--- src/rtl/dbg_bit_rx.sv ---
module dbg_bit_rx #(
  parameter int DATA_W     = 16,
  parameter int DRIVE_CYC  = 4,
  parameter int SAMPLE_CYC = 10,
  parameter int BIT_CYC    = 16,
  localparam int CNT_W = $clog2(DATA_W + 1),
  localparam int CYC_W = $clog2(BIT_CYC)
) (
  input  logic              clk,
  input  logic              rst_n,
  input  logic              start,
  input  logic [CNT_W-1:0]  nbits,
  input  logic              line_in,
  output logic              drive_low,
  output logic [DATA_W-1:0] data_out,
  output logic              done
);
  localparam logic [CNT_W-1:0] MAX_N    = CNT_W'(DATA_W);
  localparam logic [CYC_W-1:0] DRV_N    = CYC_W'(DRIVE_CYC);
  localparam logic [CYC_W-1:0] SMP_AT   = CYC_W'(SAMPLE_CYC + 2);
  localparam logic [CYC_W-1:0] LAST_CYC = CYC_W'(BIT_CYC - 1);

  logic [1:0]        sync;
  logic              busy;
  logic [CYC_W-1:0]  cyc;
  logic [CNT_W-1:0]  bitcnt;
  logic [CNT_W-1:0]  nb;
  logic [DATA_W-1:0] shreg;

  wire nbits_ok = (nbits != '0) && (nbits <= MAX_N);
  wire last_bit = (bitcnt == nb - CNT_W'(1));

  assign drive_low = busy && (cyc < DRV_N);

  always_ff @(posedge clk or negedge rst_n) begin
    if (!rst_n) begin
      sync     <= 2'b11;
      busy     <= 1'b0;
      cyc      <= '0;
      bitcnt   <= '0;
      nb       <= '0;
      shreg    <= '0;
      data_out <= '0;
      done     <= 1'b0;
    end else begin
      sync <= {sync[0], line_in};
      done <= 1'b0;
      if (!busy) begin
        cyc    <= '0;
        bitcnt <= '0;
        if (start && nbits_ok) begin
          busy  <= 1'b1;
          nb    <= nbits;
          shreg <= '0;
        end
      end else begin
        if (cyc == SMP_AT)
          shreg <= {shreg[DATA_W-2:0], sync[1]};
        if (cyc == LAST_CYC) begin
          cyc <= '0;
          if (last_bit) begin
            busy     <= 1'b0;
            done     <= 1'b1;
            data_out <= shreg;
          end else begin
            bitcnt <= bitcnt + CNT_W'(1);
          end
        end else begin
          cyc <= cyc + CYC_W'(1);
        end
      end
    end
  end
endmodule

--- config.mk ---
export PLATFORM = sky130hd
export DESIGN_NAME = dbg_bit_rx
export DESIGN_NICKNAME = d
export VERILOG_FILES = /design/src/rtl/dbg_bit_rx.sv
export SDC_FILE = /design/constraint.sdc
export NUM_CORES = 1
export LEC_CHECK = 0
export BUFFER_PORTS_ARGS = -buffer_cell sky130_fd_sc_hd__clkbuf_2
export CAP_MARGIN = 20
export CORE_MARGIN = 5
export CORE_UTILIZATION = 51
export DETAILED_ROUTE_END_ITERATION = 8
export HOLD_SLACK_MARGIN = 0.06
export PLACE_DENSITY = 0.8
export SLEW_MARGIN = 20
export SYNTH_ARGS = -nofsm -noshare
export SYNTH_HDL_FRONTEND = slang
export SYNTH_SLANG_ARGS = --single-unit
--- constraint.sdc ---
create_clock -name clk -period 2.6 [get_ports clk]
set_clock_uncertainty 0.1 [all_clocks]
set_input_delay 0.52 -clock clk [delete_from_list [all_inputs] [get_ports clk]]
set_output_delay 0.52 -clock clk [all_outputs]
set_load 0.01 [all_outputs]
==> results.cfg, run 1 <==
[timing]
fmax_ghz = 0.410
relSlewSlack_pct = 42.7
fin_setup_tns_ns = 0
slew_violations = 0
finalSetupViolCount = 0
finalWorstSetupSlack_ns = 0.158
rsz0062_at_grt = false
worst_slew_pin_slew_ns = 0.859
min_period_ns = 2.44
hold_violations = 0
fin_crit_sh_pct = 93.9

[layout]
drive_above_1_share_pct = 30.5
fin_nets = 199
antenna_cells = 0
area_delta_synth_final_pct = 14.1

[logic_synthesis]
syn_area_per_cell_um2 = 13.8
synthArstFlopShare_pct = 100
ys_seq_area_share_pct = 58.7
synth_area_leader_cell = dfrtp_1
synthFlopType = dfrtp_1
ys_ff_latch = 50
synth_top_area_share_pct = 56.2
synth_area_leaders = dfrtp_1 56%, a22o_1 6.6%, mux2_4 6.3%
synth.distinct_cells = 39
synth_top_cells_by_count = 48 x dfrtp_1, 16 x a22o_1, 9 x mux2_4, 7 x mux2_1, 6 x inv_1
synth_nets = 168
syn_inst = 155
synth_edf_count = 0
synth_most_common_cell = dfrtp_1
syn-cell-area_mm2 = 0.00214
yosys_warnings = 0

[placement]
gp_congestion = 0.765
io_buffers = 26
pre_cts_slack_ns = 0.165
hpwl_um = 2740

[setup_path]
r2r_start = nb[0]
path_cells = inv_1, ha_1, nor2b_1, or3_4, a311oi_4, and3_1, buf_12, mux2_1
crit_type = flip-flop to flip-flop
crit_required_ns = 2.69
startpoint = nb[0]
crit_family = simple AND/OR/NAND/NOR gates
path_max_fanout = 17
slowest_stage = dfrtp_1
worstSetupEndpointType = flip-flop
max_stage_delay_ns = 0.41
cp_num_buf_inv = 2
crit_arrival_ns = 2.53
start_kind = flip-flop

[global_route]
grt_usage_pct = 15.7
antenna_found_initial = 0
grt_pass1_vias = 1359
grt_max_degree = 37
grt_first_pass_wirelength_um = 6560
grt_overflow = 0

[hold_path]
hold_class = primary input to flip-flop
hold_path.startpoint = line_in

[clocking]
cts_buffers = 5
cts_resized = 0
cts_buffer_depth = 2
cts_tree = done
holdBufCountCts = 0
cts_root_buffer = clkbuf_8
clkTransAtPathRegs_ns = 0.09
postCtsSetupBuffers = 0
clock-sinks = 50
h-tree-depth = 2
clk_latency_ns = 0.31

[pwr]
p_clk_share_pct = 37.0
netSwitchingFraction_pct = 21.7
pwr-share-comb_pct = 2.2
ir_worst_vdd_mv = 0.510
power.switching_uw = 280
internal_power_mw = 1.01
power_density_mw_per_mm2 = 529
seqPwrFrac_pct = 60.8
p_leak_nw = 1.22

[die]
start_util_pct = 53.0
die_area_mm2 = 0.00558
die_h_um = 74.7
row_count = 23
die_x_um = 74.7
ios = 27
core_area_mm2 = 0.00403

[route]
wirelength_um = 3800
initialDrtViolationCount = 80
wl_met1_um = 1650
detail_route.wl_per_cell_um = 16.0
vias_per_cell = 5.69
vias = 1348
dr_wl_met3_um = 210
route.detailed.drc = 0
dr.pass1.iters = 4
highest_layer = met4
antenna_left = 0
dr_wl_met2_um = 1870

[run]
maxCapViolCount = 0

[run_status]
status = finished, final reports clean
==> area by class of cell <==
type / count / area, um^2
multi-input combinational: 92 / 820
sequential: 50 / 1250
fill: 324 / 1590
clock inverter: 2 / 17.5
tap: 50 / 62.6
timing repair buffer: 31 / 180
clock buffer: 6 / 82.6
inverter: 6 / 22.5
==> power by group through the flow <==
stage          combinational (mW)  clock [mW]  sequential, mW
3_5_place_dp               0.0292           0           0.800
2_1_floorplan             0.00376           0           0.799
3_3_place_gp               0.0278           0           0.800
5_1_grt                    0.0332       0.528           0.785
6_report                   0.0277       0.477           0.785
4_1_cts                    0.0295       0.489           0.785
==> registers in the layout, summed over array words and instances, names as in the netlist <==
signal and cells:
data_out 16, shreg 16, bitcnt 5, nb 5
cyc 4, sync 2, busy 1, done 1
==> kinds of logic after synthesis <==
| logic type | share of synthesized area (%) |
|---|---|
| xor+xnor | 2.87 |
| mux | 13.6 |
| fa+ha+maj | 2.34 |
| simple gates | 7.96 |
| flops | 58.7 |
| buf+inv | 2.99 |
| compound gates | 11.6 |
==> path summary, 6_finish.rpt <==
path / to / slack, ns / depth (start not counted)
worst max-delay path: data_out[3] / 0.16 / 8
worst max register to register: data_out[3] / 0.16 / 8
max in group asynchronous: data_out[13] / 1.54 / 2
worst min-delay path: sync[0] / 0.19 / 1
worst min register to register: sync[1] / 0.26 / 0
min in group asynchronous: data_out[15] / 0.21 / 1
==> cell usage in the layout, fill, tap and decap left out, types with 2 or more instances in the layout <==
master / synthesis / final
xor2_1: 2 / 2
dfrtp_1: 48 / 48
xnor2_1: 5 / 5
clkbuf_8: 0 / 6
clkbuf_2: 0 / 26
a21oi_1: 3 / 3
clkinv_4: 0 / 2
inv_1: 6 / 6
ha_1: 4 / 4
dfstp_2: 2 / 2
nand4_1: 2 / 2
o211ai_1: 3 / 3
nor3_1: 3 / 3
mux2i_1: 2 / 2
and3_1: 2 / 2
nand2b_1: 3 / 3
nor2b_1: 3 / 3
o31ai_1: 2 / 2
nand2_1: 5 / 5
a22o_1: 16 / 16
mux2_1: 7 / 7
mux2_2: 5 / 5
o21ai_0: 2 / 2
buf_4: 1 / 4
mux2_4: 9 / 9
==> routing by layer <==
| layer | vias up | track usage (%) |
|---|---|---|
| met5 | - | 0 |
| met4 | 0 | 5.73 |
| met3 | 8 | 4.54 |
| met2 | 34 | 25.4 |
| met1 | 677 | 20.3 |
| li1 | 629 | - |
==> through the flow <==
stage                     hold slack (ns)  cell area [um^2]  utilization [%]  instances  total power, mW
final                               0.186              2440             60.5        237             1.29
after global placement              0.246              2340             58.0        229            0.827
after CTS                           0.175              2440             60.5        237             1.30
after detailed placement            0.249              2340             58.0        229            0.829
after floorplan                     0.124              2140                -        155            0.803
after global routing                0.172              2440             60.5        237             1.35
(Power assumes the default switching activity.)
==> run 2: changes to the inputs <==
--- a/config.mk
+++ b/config.mk
@@ -7,11 +7,10 @@
 export LEC_CHECK = 0
 export BUFFER_PORTS_ARGS = -buffer_cell sky130_fd_sc_hd__clkbuf_2
 export CAP_MARGIN = 20
-export CORE_MARGIN = 5
 export CORE_UTILIZATION = 51
 export DETAILED_ROUTE_END_ITERATION = 8
 export HOLD_SLACK_MARGIN = 0.06
-export PLACE_DENSITY = 0.8
+export PLACE_DENSITY_LB_ADDON = 0.15
 export SLEW_MARGIN = 20
 export SYNTH_ARGS = -nofsm -noshare
 export SYNTH_HDL_FRONTEND = slang
==> results.cfg, run 2 (synthesis results as in run 1) <==
[timing]
hold_violations = 0
worst_slew_pin_slew_ns = 0.658
fin_crit_sh_pct = 93.3
min_period_ns = 2.43
slew_violations = 0
fmax_ghz = 0.412
hold_ws_ns = 0.141
fin_setup_tns_ns = 0
finalSetupViolCount = 0
rsz0062_at_grt = false
relSlewSlack_pct = 56.1

[die]
row_count = 23
die_x_um = 66.7
core_area_mm2 = 0.00400
ios = 27
start_util_pct = 53.4
die_h_um = 66.7
die_area_mm2 = 0.00445

[route]
antenna_left = 0
detail_route.wl_per_cell_um = 15.2
vias = 1291
initialDrtViolationCount = 81
route.detailed.drc = 0
vias_per_cell = 5.49
wirelength_um = 3570
dr.pass1.iters = 4

[clocking]
cts_root_buffer = clkbuf_8
clk_latency_ns = 0.29
holdBufCountCts = 0
cts_resized = 0
postCtsSetupBuffers = 0
clock-sinks = 50
h-tree-depth = 2
cts_buffers = 5
cts_buffer_depth = 2
clkTransAtPathRegs_ns = 0.09
cts_tree = done

[setup_path]
crit_type = flip-flop to flip-flop
start_kind = flip-flop
path_max_fanout = 17
crit_required_ns = 2.68
startpoint = nb[0]
r2r_start = nb[0]
worstSetupEndpointType = flip-flop
crit_arrival_ns = 2.51

[global_route]
grt_use_met3_pct = 5.14
grt_max_degree = 27
grt_usage_pct = 18.3
antenna_found_initial = 0
busiest_layer = met2
use_met2_pct = 27.7
grt_first_pass_wirelength_um = 6020
grt_overflow = 0
grt_use_met1_pct = 25.8
grt_pass1_vias = 1243

[layout]
drive_above_1_share_pct = 29.7
area_delta_synth_final_pct = 14.7
antenna_cells = 0
mostFrequentLayoutCell = dfrtp_1
top_regs = data_out (16), shreg (16)
fin_nets = 198
fin_util_pct = 61.3
layout_common_cells = 48 x dfrtp_1, 26 x clkbuf_2, 16 x a22o_1, 9 x mux2_4, 7 x mux2_1

[run_status]
status = finished, final reports clean

[pwr]
p_leak_nw = 1.22
ir_worst_vdd_mv = 0.288
power_density_mw_per_mm2 = 545

[placement]
gp_congestion = 0.724
hpwl_um = 2520
io_buffers = 26

[hold_path]
hold_class = primary input to async pin

[run]
maxCapViolCount = 0
-- run 2: area by class of cell --
type	instances	area, um^2
clock buffers	5	68.8
clock inverters	2	38.8
fillers	327	1550
inverters	6	22.5
multi-input cells	92	820
flip-flops and latches	50	1250
well taps	50	62.6
repair buffers	30	185
-- run 2: stage by stage --
stage	instance area [um^2]	setup slack, ns	std cells	total power [mW]
floorplan	2140	0.0953	155	0.803
global placement	2340	0.238	228	0.829
detailed placement	2340	0.166	228	0.830
CTS	2450	0.158	235	1.36
global route	2450	0.0722	235	1.39
finish	2450	0.174	235	1.34
-- run 2: where the power goes --
group          total, mW  internal (mW)  switching (mW)
Sequential         0.785          0.782         0.00252
Combinational     0.0290        0.00997          0.0190
Clock              0.523          0.283           0.240
Total               1.34           1.07           0.262
-- run 2: routing by layer --
| layer | share of wire [%] | vias up |
|---|---|---|
| met1 | 50 | 641 |
| met4 | 0.28 | 0 |
| li1 | - | 619 |
| met5 | 0 | - |
| met2 | 45 | 29 |
| met3 | 4.2 | 2 |
-- run 2: path summary, 6_finish.rpt --
| check | cells after the start | slack (ns) | to |
|---|---|---|---|
| max reg2reg | 8 | 0.17 | data_out[4] |
| min reg2reg | 0 | 0.26 | sync[1] |
| max | 8 | 0.17 | data_out[4] |
| max in group asynchronous | 2 | 1.70 | shreg[8] |
| min in group clk | 1 | 0.21 | sync[0] |
| min | 1 | 0.14 | bitcnt[0] |
-- run 2: worst max-delay path, cell delays in order (launching register included) --
cell	delay [ns]
dfrtp_1	0.40
inv_1	0.06
ha_1	0.23
nor2b_1	0.14
or3_4	0.34
a311oi_4	0.29
and3_1	0.24
buf_12	0.18
mux2_1	0.34
